<file path="config.mk">
export PLATFORM = sky130hd
export DESIGN_NAME = lsu_word_exec
export DESIGN_NICKNAME = d
export VERILOG_FILES = /design/src/rtl/lsu_word_pkg.sv /design/src/rtl/lsu_decode.sv /design/src/rtl/lsu_regfile.sv /design/src/rtl/lsu_agen.sv /design/src/rtl/lsu_word_exec.sv
export SDC_FILE = /design/constraint.sdc
export NUM_CORES = 2
export LEC_CHECK = 0
export BUFFER_PORTS_ARGS = -buffer_cell sky130_fd_sc_hd__clkbuf_2
export CORE_MARGIN = 1.5
export CORE_UTILIZATION = 35
export DETAILED_ROUTE_END_ITERATION = 6
export RECOVER_POWER = 100
export SLEW_MARGIN = 20
export SYNTH_ARGS = -nofsm -noshare
export SYNTH_HDL_FRONTEND = slang
export SYNTH_SLANG_ARGS = --single-unit
</file>
<file path="constraint.sdc">
create_clock -name clk -period 3.9 [get_ports clk]
set_clock_uncertainty 0.15 [all_clocks]
set_input_delay 0 -clock clk [delete_from_list [all_inputs] [get_ports clk]]
set_output_delay 0 -clock clk [all_outputs]
set_load 0.02 [all_outputs]
</file>
<file path="src/rtl/lsu_word_pkg.sv">
package lsu_word_pkg;
    localparam int INSTR_W  = 32;
    localparam int IDX_W    = 5;
    localparam int OFFS_W   = 16;
    localparam logic [5:0] OPC_LOAD_WORD  = 6'b100011;
    localparam logic [5:0] OPC_STORE_WORD = 6'b101011;

    typedef enum logic [1:0] {
        KIND_NONE,
        KIND_LOAD,
        KIND_STORE
    } kind_e;

    typedef struct packed {
        kind_e             kind;
        logic [IDX_W-1:0]  base_idx;
        logic [IDX_W-1:0]  data_idx;
        logic [OFFS_W-1:0] offset;
    } dec_t;

    typedef enum logic [2:0] {
        ST_IDLE,
        ST_LOAD_WB,
        ST_STORE_ACK,
        ST_ALIGN_FAULT,
        ST_NOP_ACK
    } state_e;
endpackage

</file>
<file path="src/rtl/lsu_decode.sv">
module lsu_decode
    import lsu_word_pkg::*;
(
    input  logic [INSTR_W-1:0] instr,
    output dec_t               dec
);
    logic [5:0] opc;

    always_comb begin
        opc          = instr[31:26];
        dec.base_idx = instr[25:21];
        dec.data_idx = instr[20:16];
        dec.offset   = instr[15:0];
        if (opc == OPC_LOAD_WORD) begin
            dec.kind = KIND_LOAD;
        end else if (opc == OPC_STORE_WORD) begin
            dec.kind = KIND_STORE;
        end else begin
            dec.kind = KIND_NONE;
        end
    end
endmodule

</file>
<file path="src/rtl/lsu_regfile.sv">
module lsu_regfile #(
    parameter int DATA_W = 32,
    parameter int NREGS  = 32,
    localparam int AW    = $clog2(NREGS)
) (
    input  logic              clk,
    input  logic              rst_n,
    input  logic [AW-1:0]     rd_a_idx,
    output logic [DATA_W-1:0] rd_a_data,
    input  logic [AW-1:0]     rd_b_idx,
    output logic [DATA_W-1:0] rd_b_data,
    input  logic              wr_en,
    input  logic [AW-1:0]     wr_idx,
    input  logic [DATA_W-1:0] wr_data
);
    logic [NREGS-1:0][DATA_W-1:0] regs;

    for (genvar i = 0; i < NREGS; i++) begin : g_entry
        if (i == 0) begin : g_zero
            assign regs[i] = '0;
        end else begin : g_flop
            logic [DATA_W-1:0] q;
            always_ff @(posedge clk or negedge rst_n) begin
                if (!rst_n) begin
                    q <= '0;
                end else if (wr_en && wr_idx == AW'(i)) begin
                    q <= wr_data;
                end
            end
            assign regs[i] = q;
        end
    end

    assign rd_a_data = regs[rd_a_idx];
    assign rd_b_data = regs[rd_b_idx];
endmodule

</file>
<file path="src/rtl/lsu_agen.sv">
module lsu_agen #(
    parameter int DATA_W = 32,
    parameter int OFFS_W = 16,
    localparam int LOW_W = $clog2(DATA_W / 8)
) (
    input  logic [DATA_W-1:0] base,
    input  logic [OFFS_W-1:0] offset,
    output logic [DATA_W-1:0] eff_addr,
    output logic              misaligned
);
    logic [DATA_W-1:0] offs_ext;

    always_comb begin
        offs_ext   = {{(DATA_W - OFFS_W){offset[OFFS_W-1]}}, offset};
        eff_addr   = base + offs_ext;
        misaligned = (eff_addr[LOW_W-1:0] != '0);
    end
endmodule

</file>
<file path="src/rtl/lsu_word_exec.sv">
module lsu_word_exec
    import lsu_word_pkg::*;
#(
    parameter int DATA_W = 32,
    parameter int NREGS  = 32
) (
    input  logic              clk,
    input  logic              rst_n,
    input  logic              instr_valid,
    input  logic [31:0]       instr_word,
    output logic              mem_en,
    output logic              mem_we,
    output logic [DATA_W-1:0] mem_addr,
    output logic [DATA_W-1:0] mem_wdata,
    input  logic [DATA_W-1:0] mem_rdata,
    output logic              done,
    output logic              align_err
);
    localparam int AW = $clog2(NREGS);

    state_e            state_q, state_d;
    dec_t              dec;
    logic [DATA_W-1:0] base_val, data_val, eff_addr;
    logic              misaligned;
    logic [AW-1:0]     wb_idx_q;
    logic              rf_we;
    logic              accept;

    lsu_decode u_dec (
        .instr (instr_word),
        .dec   (dec)
    );

    lsu_regfile #(.DATA_W(DATA_W), .NREGS(NREGS)) u_rf (
        .clk       (clk),
        .rst_n     (rst_n),
        .rd_a_idx  (AW'(dec.base_idx)),
        .rd_a_data (base_val),
        .rd_b_idx  (AW'(dec.data_idx)),
        .rd_b_data (data_val),
        .wr_en     (rf_we),
        .wr_idx    (wb_idx_q),
        .wr_data   (mem_rdata)
    );

    lsu_agen #(.DATA_W(DATA_W), .OFFS_W(OFFS_W)) u_agen (
        .base       (base_val),
        .offset     (dec.offset),
        .eff_addr   (eff_addr),
        .misaligned (misaligned)
    );

    assign accept = (state_q == ST_IDLE) && instr_valid;

    // state register
    always_ff @(posedge clk or negedge rst_n) begin
        if (!rst_n) begin
            state_q  <= ST_IDLE;
            wb_idx_q <= '0;
        end else begin
            state_q <= state_d;
            if (accept) begin
                wb_idx_q <= AW'(dec.data_idx);
            end
        end
    end

    // next-state selection
    always_comb begin
        state_d = ST_IDLE;
        unique case (state_q)
            ST_IDLE: begin
                if (instr_valid) begin
                    if (dec.kind == KIND_NONE) begin
                        state_d = ST_NOP_ACK;
                    end else if (misaligned) begin
                        state_d = ST_ALIGN_FAULT;
                    end else if (dec.kind == KIND_LOAD) begin
                        state_d = ST_LOAD_WB;
                    end else begin
                        state_d = ST_STORE_ACK;
                    end
                end
            end
            ST_LOAD_WB, ST_STORE_ACK, ST_ALIGN_FAULT, ST_NOP_ACK: state_d = ST_IDLE;
            default: state_d = ST_IDLE;
        endcase
    end

    // outputs
    always_comb begin
        mem_en    = 1'b0;
        mem_we    = 1'b0;
        mem_addr  = eff_addr;
        mem_wdata = data_val;
        done      = 1'b0;
        align_err = 1'b0;
        rf_we     = 1'b0;
        unique case (state_q)
            ST_IDLE: begin
                if (instr_valid && !misaligned && dec.kind != KIND_NONE) begin
                    mem_en = 1'b1;
                    mem_we = (dec.kind == KIND_STORE);
                end
            end
            ST_LOAD_WB: begin
                done  = 1'b1;
                rf_we = 1'b1;
            end
            ST_STORE_ACK, ST_NOP_ACK: done = 1'b1;
            ST_ALIGN_FAULT: begin
                done      = 1'b1;
                align_err = 1'b1;
            end
            default: ;
        endcase
    end
endmodule

</file>
-- Word-level counts from Yosys, hierarchy flattened
Cells that the tools add are included.
- eq/ne operators: 39
- reduce and logical (&&, ||, !) cells: 40
- magnitude comparators: 2
- mux-type cells: 18
- $add $sub $neg: 1
- operators with widths (cell ; number):
    $bmux 32 s5 ; 2
    $eq 5x5->1 const B ; 16
    $mux 32 ; 2
    $eq 5x4->1 const B ; 8
    $logic_and 1x1->1 ; 34
    $add 32x32->32 ; 1
    $eq 5x3->1 const B ; 4
    $eq 6x6->1 const B ; 2
    $lt 5x6->1 const B ; 2
    $eq 5x2->1 const B ; 2
    $mux 3 ; 3
    $mux 2 ; 4
    $mux 1 ; 7
    $eq 3x2->1 const B ; 2
    $eq 5x1->1 const B ; 1
    $reduce_bool 2->1 ; 2
    $reduce_or 4->1 ; 1
    $eq 3x1->1 const B ; 1
    $eq 3x3->1 const B ; 1
    $logic_not 3->1 ; 1
    $eq 2x1->1 const B ; 1
    $eq 2x2->1 const B ; 1
    $logic_not 2->1 ; 1
    $logic_not 1->1 ; 1
- word-level logic and storage cells: 133
- bits in registers: 1000
- output and inout bits: 68

-- Logic depth before layout (Yosys ltp)
- depth in word-level cells: 9
- gate-level depth with buffers: 17
- gate-level depth less buffers: 14

-- Cells and area by module
A second synthesis with hierarchy kept.
- cell total of the unflattened synthesis: 3938
- area total of the unflattened synthesis: 55553.3 um^2
- modules (own cells, without submodules) (module ; seq. area each (um^2) ; cells an instance ; instances ; area each (um^2)):
    lsu_regfile ; 24823.8 ; 3639 ; 1 ; 53183.5
    lsu_agen ; 0.0 ; 241 ; 1 ; 1750.4
    lsu_word_exec ; 200.2 ; 27 ; 1 ; 384.1
    lsu_decode ; 0.0 ; 31 ; 1 ; 235.2

-- Worst setup path before layout
No wires, ideal clock.
- kind: input-to-output
- from: input instr_word[22]
- to: output mem_addr[28]
- data required time: 3750 ps
- stages on the path: 15
- path buffers: 4
- path slack: -163 ps
- data arrival time: 3913 ps
- path through: buf_2 clkbuf_1 clkbuf_1 mux4_2 mux4_2 mux2_2 ha_1 clkbuf_1 and3_1 and3_1 a221o_1 a31o_2 a41oi_2 o41ai_1 xor2_1
- cells in the longest elaborated chain, start to end: 3
- RTL lines (what ; RTL line ; source):
    start: declaration ; lsu_word_exec.sv:10 ; input logic [31:0] instr_word,
    $bmux 32 s5 ; lsu_regfile.sv:34 ; assign rd_a_data = regs[rd_a_idx];
    $mux 32 (not written as such) ; lsu_regfile.sv:34 ;
    $add 32x32->32 ; lsu_agen.sv:15 ; eff_addr = base + offs_ext;
    end: declaration ; lsu_word_exec.sv:13 ; output logic [DATA_W-1:0] mem_addr,
No other way between the ends. The select of a mux whose other input is x is not followed.

-- Worst setup path after layout
- from: register u_rf.g_entry[3].g_flop.q[0]
- to: output mem_addr[18]
- cells in the longest elaborated chain, start to end: 3
- RTL lines (what ; RTL line ; source):
    start: declaration ; lsu_regfile.sv:22 ; logic [DATA_W-1:0] q;
    start signal: assignment ; lsu_regfile.sv:27 ; q <= wr_data;
    $bmux 32 s5 ; lsu_regfile.sv:34 ;
    $mux 32 (not written as such) ; lsu_regfile.sv:34 ;
    $add 32x32->32 ; lsu_agen.sv:15 ;
No other way between the ends. The select of a mux whose other input is x is not followed.

==> flow_summary.json <==
{
  "status": "finished with violations",
  "violations": "max-capacitance violations, max-slew violations, negative setup slack",
  "dp_hpwl_um": 105000,
  "multi_input_area_mm2": 0.0289,
  "synth.most_common_cell": "mux2_2",
  "synth.cell_area_mm2": 0.0547,
  "cts_sinks": 1000,
  "ant_nets": 0,
  "worstReg2RegEnd": "u_rf.g_entry[19].g_flop.q[15]$_DFFE_PN0P_",
  "dieHeight_um": 398,
  "utilization": 0.425,
  "ir_worst_vdd_uv": 395,
  "met1_usage": 0.322,
  "postPlaceCellArea_mm2": 0.0608,
  "synth_edf_count": 0,
  "synth.avg_cell_area_um2": 15.9,
  "critPathMaxStageDelay_ns": 0.46,
  "worstSkewPairLatency_ns": 0.77,
  "yosysTopAreaCell": "dfrtp_1",
  "gp_congestion": 0.900,
  "met2_usage": 0.343,
  "rsz0062_at_grt": "true",
  "drt-vias-per-instance": 5.88,
  "async_flop_share": 1.00,
  "worstPathCellList": "mux2_4 > a22o_1 > mux4_2 > mux2_4 > ha_4 > inv_2 > fa_2 > nor2b_4 > o31a_1 > a21oi_2 > a31oi_1 > buf_4 > a21bo_4 > a31oi_4 > xnor2_2 > buf_6 > buf_8",
  "dieArea_mm2": 0.159,
  "placementRows": 144,
  "r2r_slack_ns": -0.19,
  "maxSlewViolCount": 811,
  "grt_max_degree": 157,
  "grt_overflow": 0,
  "hold_ws_ns": 0.0249,
  "min_period_ns": 4.86,
  "crit_slowest_cell": "mux4_2",
  "finalCritPeriodShare": 1.25,
  "n_antenna_cell": 0,
  "grt_busiest_layer": "met2",
  "postLayoutCellArea_mm2": 0.0658,
  "met3_usage": 0.0413,
  "clock_path_buffers": 3,
  "grt_first_pass_wirelength_um": 258000,
  "drc": 0,
  "worst_pin_slew_ns": 2.17,
  "wl_per_cell_um": 29.5,
  "crit_fanout": 2,
  "synth.top_cell.area_share": 0.457,
  "p_leak_nw": 28.2,
  "reg2regPathDepth": 7,
  "p_total_mw": 27.2,
  "grt_pass1_vias": 36100,
  "synth_flop_cell": "dfrtp_1",
  "syn_inst": 3432,
  "critical_path_class": "reg2out",
  "hp-class": "in2reg",
  "cts_tree": "yes",
  "synth_seq_cells": 1000,
  "via_count": 35100,
  "num_io_pins": 135,
  "layout-drive-gt1-share": 0.646,
  "min_from": "instr_word[18]",
  "worst_setup_path_end_kind": "output pin",
  "firstDrtPassIters": 6,
  "relSlewSlack": -0.445,
  "final_net_count": 3924,
  "min_to": "wb_idx_q[2]$_DFFE_PN0P_",
  "yosysUniqueCellTypes": 51,
  "io_buffers": 134,
  "drtIter0Drc": 3047,
  "fmax_mhz": 206,
  "start_kind": "flip-flop",
  "hold_depth": 3,
  "post-place-ws_ns": -0.642,
  "required_ns": 3.75,
  "syn-num-nets": 3531,
  "cp_common_cell": "mux2_4",
  "clk_pin_slew_ns": 0.06,
  "power_density_mw_per_mm2": 413,
  "final-seq-area_mm2": 0.0250,
  "antenna_found_initial": 3,
  "cp.arrival_ns": 4.71,
  "drv_cap": 18,
  "crit-reg2reg-launch": "state_q[2]$_DFF_PN0_",
  "die_x_um": 398,
  "synth-seq-area-share": 0.457,
  "area_growth_pct": 20.1,
  "fillCellCount": 14000,
  "htreeDepth": 3,
  "routed_wl_um": 176000,
  "cts_buffers": 111,
  "worst_slack_ns": -0.963,
  "synth_area_leaders": "dfrtp_1 (46%), mux4_2 (24%), mux2_2 (23%)",
  "grt_use_total": 0.223,
  "yosys_warnings": 0,
  "finalHoldViolations": 0,
  "report.final.setup_viol": 47,
  "initial_utilization": 0.354,
  "core_mm2": 0.155,
  "cts-root-buf": "clkbuf_16",
  "synth_commonest_cells": "mux2_2 (1124), dfrtp_1 (1000), mux4_2 (575)"
}
## timing repair
item                                     CTS  global route
pin swaps                                 28            51
endpoints found under the setup margin    31            29
hold buffers                              48             0
buffers inserted                          13            11
resized for setup                        121            97
hold endpoints to repair                2000             0
## where the power goes
part	switching (mW)	internal, mW
Combinational	2.43	2.40
Clock	4.70	6.59
Sequential	0.277	10.8
## kinds of logic (layout without fill, tap and decap cells)
| kind of cell | count (synthesis) | count (layout) | share of synthesized area |
|---|---|---|---|
| AO/OA/AOI/OAI | 168 | 168 | 0.0225 |
| multiplexers | 1700 | 1700 | 0.468 |
| buffers and inverters | 371 | 856 | 0.0291 |
| XOR/XNOR | 29 | 29 | 0.00464 |
| adder cells (fa/ha/maj) | 32 | 32 | 0.00745 |
| AND/OR/NAND/NOR | 132 | 132 | 0.0111 |
| flip-flops | 1000 | 1000 | 0.457 |
## area by class of cell
| type | instances | area share |
|---|---|---|
| Tap cell | 2044 | 0.0389 |
| Clock inverter | 53 | 0.0111 |
| Clock buffer | 152 | 0.0489 |
| Inverter | 11 | 0.000628 |
| Sequential cell | 1000 | 0.381 |
| Multi-Input combinational cell | 2061 | 0.439 |
| Timing Repair Buffer | 640 | 0.0811 |
## critical path, delay by kind of cell (launching register included)
kind | cells | cell delay [ns]
muxes | 3 | 1.03
adders and majority gates | 2 | 0.44
and+or+nand+nor | 1 | 0.05
buffers and inverters | 4 | 0.57
DFF | 1 | 0.38
AOI/OAI and AO/OA | 6 | 1.34
xor gates and xnor gates | 1 | 0.14
## routing by layer
metal / up-vias / wire length (um) / part of all wire
li1: 14300 / - / -
met1: 19400 / 78600 / 0.45
met2: 1182 / 81500 / 0.46
met3: 241 / 11600 / 0.066
met4: 0 / 4380 / 0.025
met5: - / 0 / 0
## stage by stage
step | setup TNS [ns] | std cells
3_3_place_gp | -9.31 | 5695
2_1_floorplan | -0.00887 | 3432
4_1_cts | -20.24 | 5959
3_5_place_dp | -9.15 | 5695
6_report | -20.93 | 5961
5_1_grt | -41.00 | 5961
## placed cells by master, fill, tap and decap left out, types with 7 or more instances in the layout
| cell type | instances |
|---|---|
| clkinvlp_4 | 8 |
| clkbuf_16 | 112 |
| inv_1 | 8 |
| buf_4 | 340 |
| o21ai_0 | 8 |
| buf_12 | 46 |
| xor2_1 | 9 |
| nor3_1 | 9 |
| buf_8 | 17 |
| nand2_1 | 35 |
| nand4_1 | 7 |
| buf_6 | 26 |
| clkbuf_4 | 12 |
| mux2_2 | 1107 |
| a21oi_2 | 10 |
| nor2_1 | 30 |
| clkinv_2 | 23 |
| ha_4 | 10 |
| bufinv_16 | 12 |
| ha_1 | 17 |
| a21o_1 | 12 |
| nand2_4 | 8 |
| clkbuf_8 | 31 |
| dlygate4sd3_1 | 47 |
| clkbuf_2 | 106 |
| clkbuf_1 | 54 |
| mux2_1 | 9 |
| xnor2_1 | 7 |
| mux4_2 | 575 |
| mux2_4 | 8 |
| a22o_1 | 63 |
| a21oi_1 | 21 |
| dfrtp_1 | 1000 |
## worst max-delay path by stage
stage | cells past startpoint | to | startpoint | slack [ns]
2_1_floorplan | 15 | mem_addr[28] | instr_word[21] | -0.009
3_3_place_gp | 15 | mem_addr[17] | instr_word[21] | -0.62
3_5_place_dp | 19 | mem_addr[28] | instr_word[21] | -0.64
4_1_cts | 18 | mem_addr[18] | u_rf.g_entry[3].g_flop.q[0]$_DFFE_PN0P_ | -0.98
5_1_grt | 17 | mem_addr[30] | u_rf.g_entry[3].g_flop.q[0]$_DFFE_PN0P_ | -1.08
6_report | 17 | mem_addr[18] | u_rf.g_entry[3].g_flop.q[0]$_DFFE_PN0P_ | -0.96
## state kept, by name, indices dropped and copies added, names as in the netlist
register               cells
state_q                    3
u_rf.g_entry.g_flop.q    992
wb_idx_q                   5
Power figures use the tool's default switching activity.
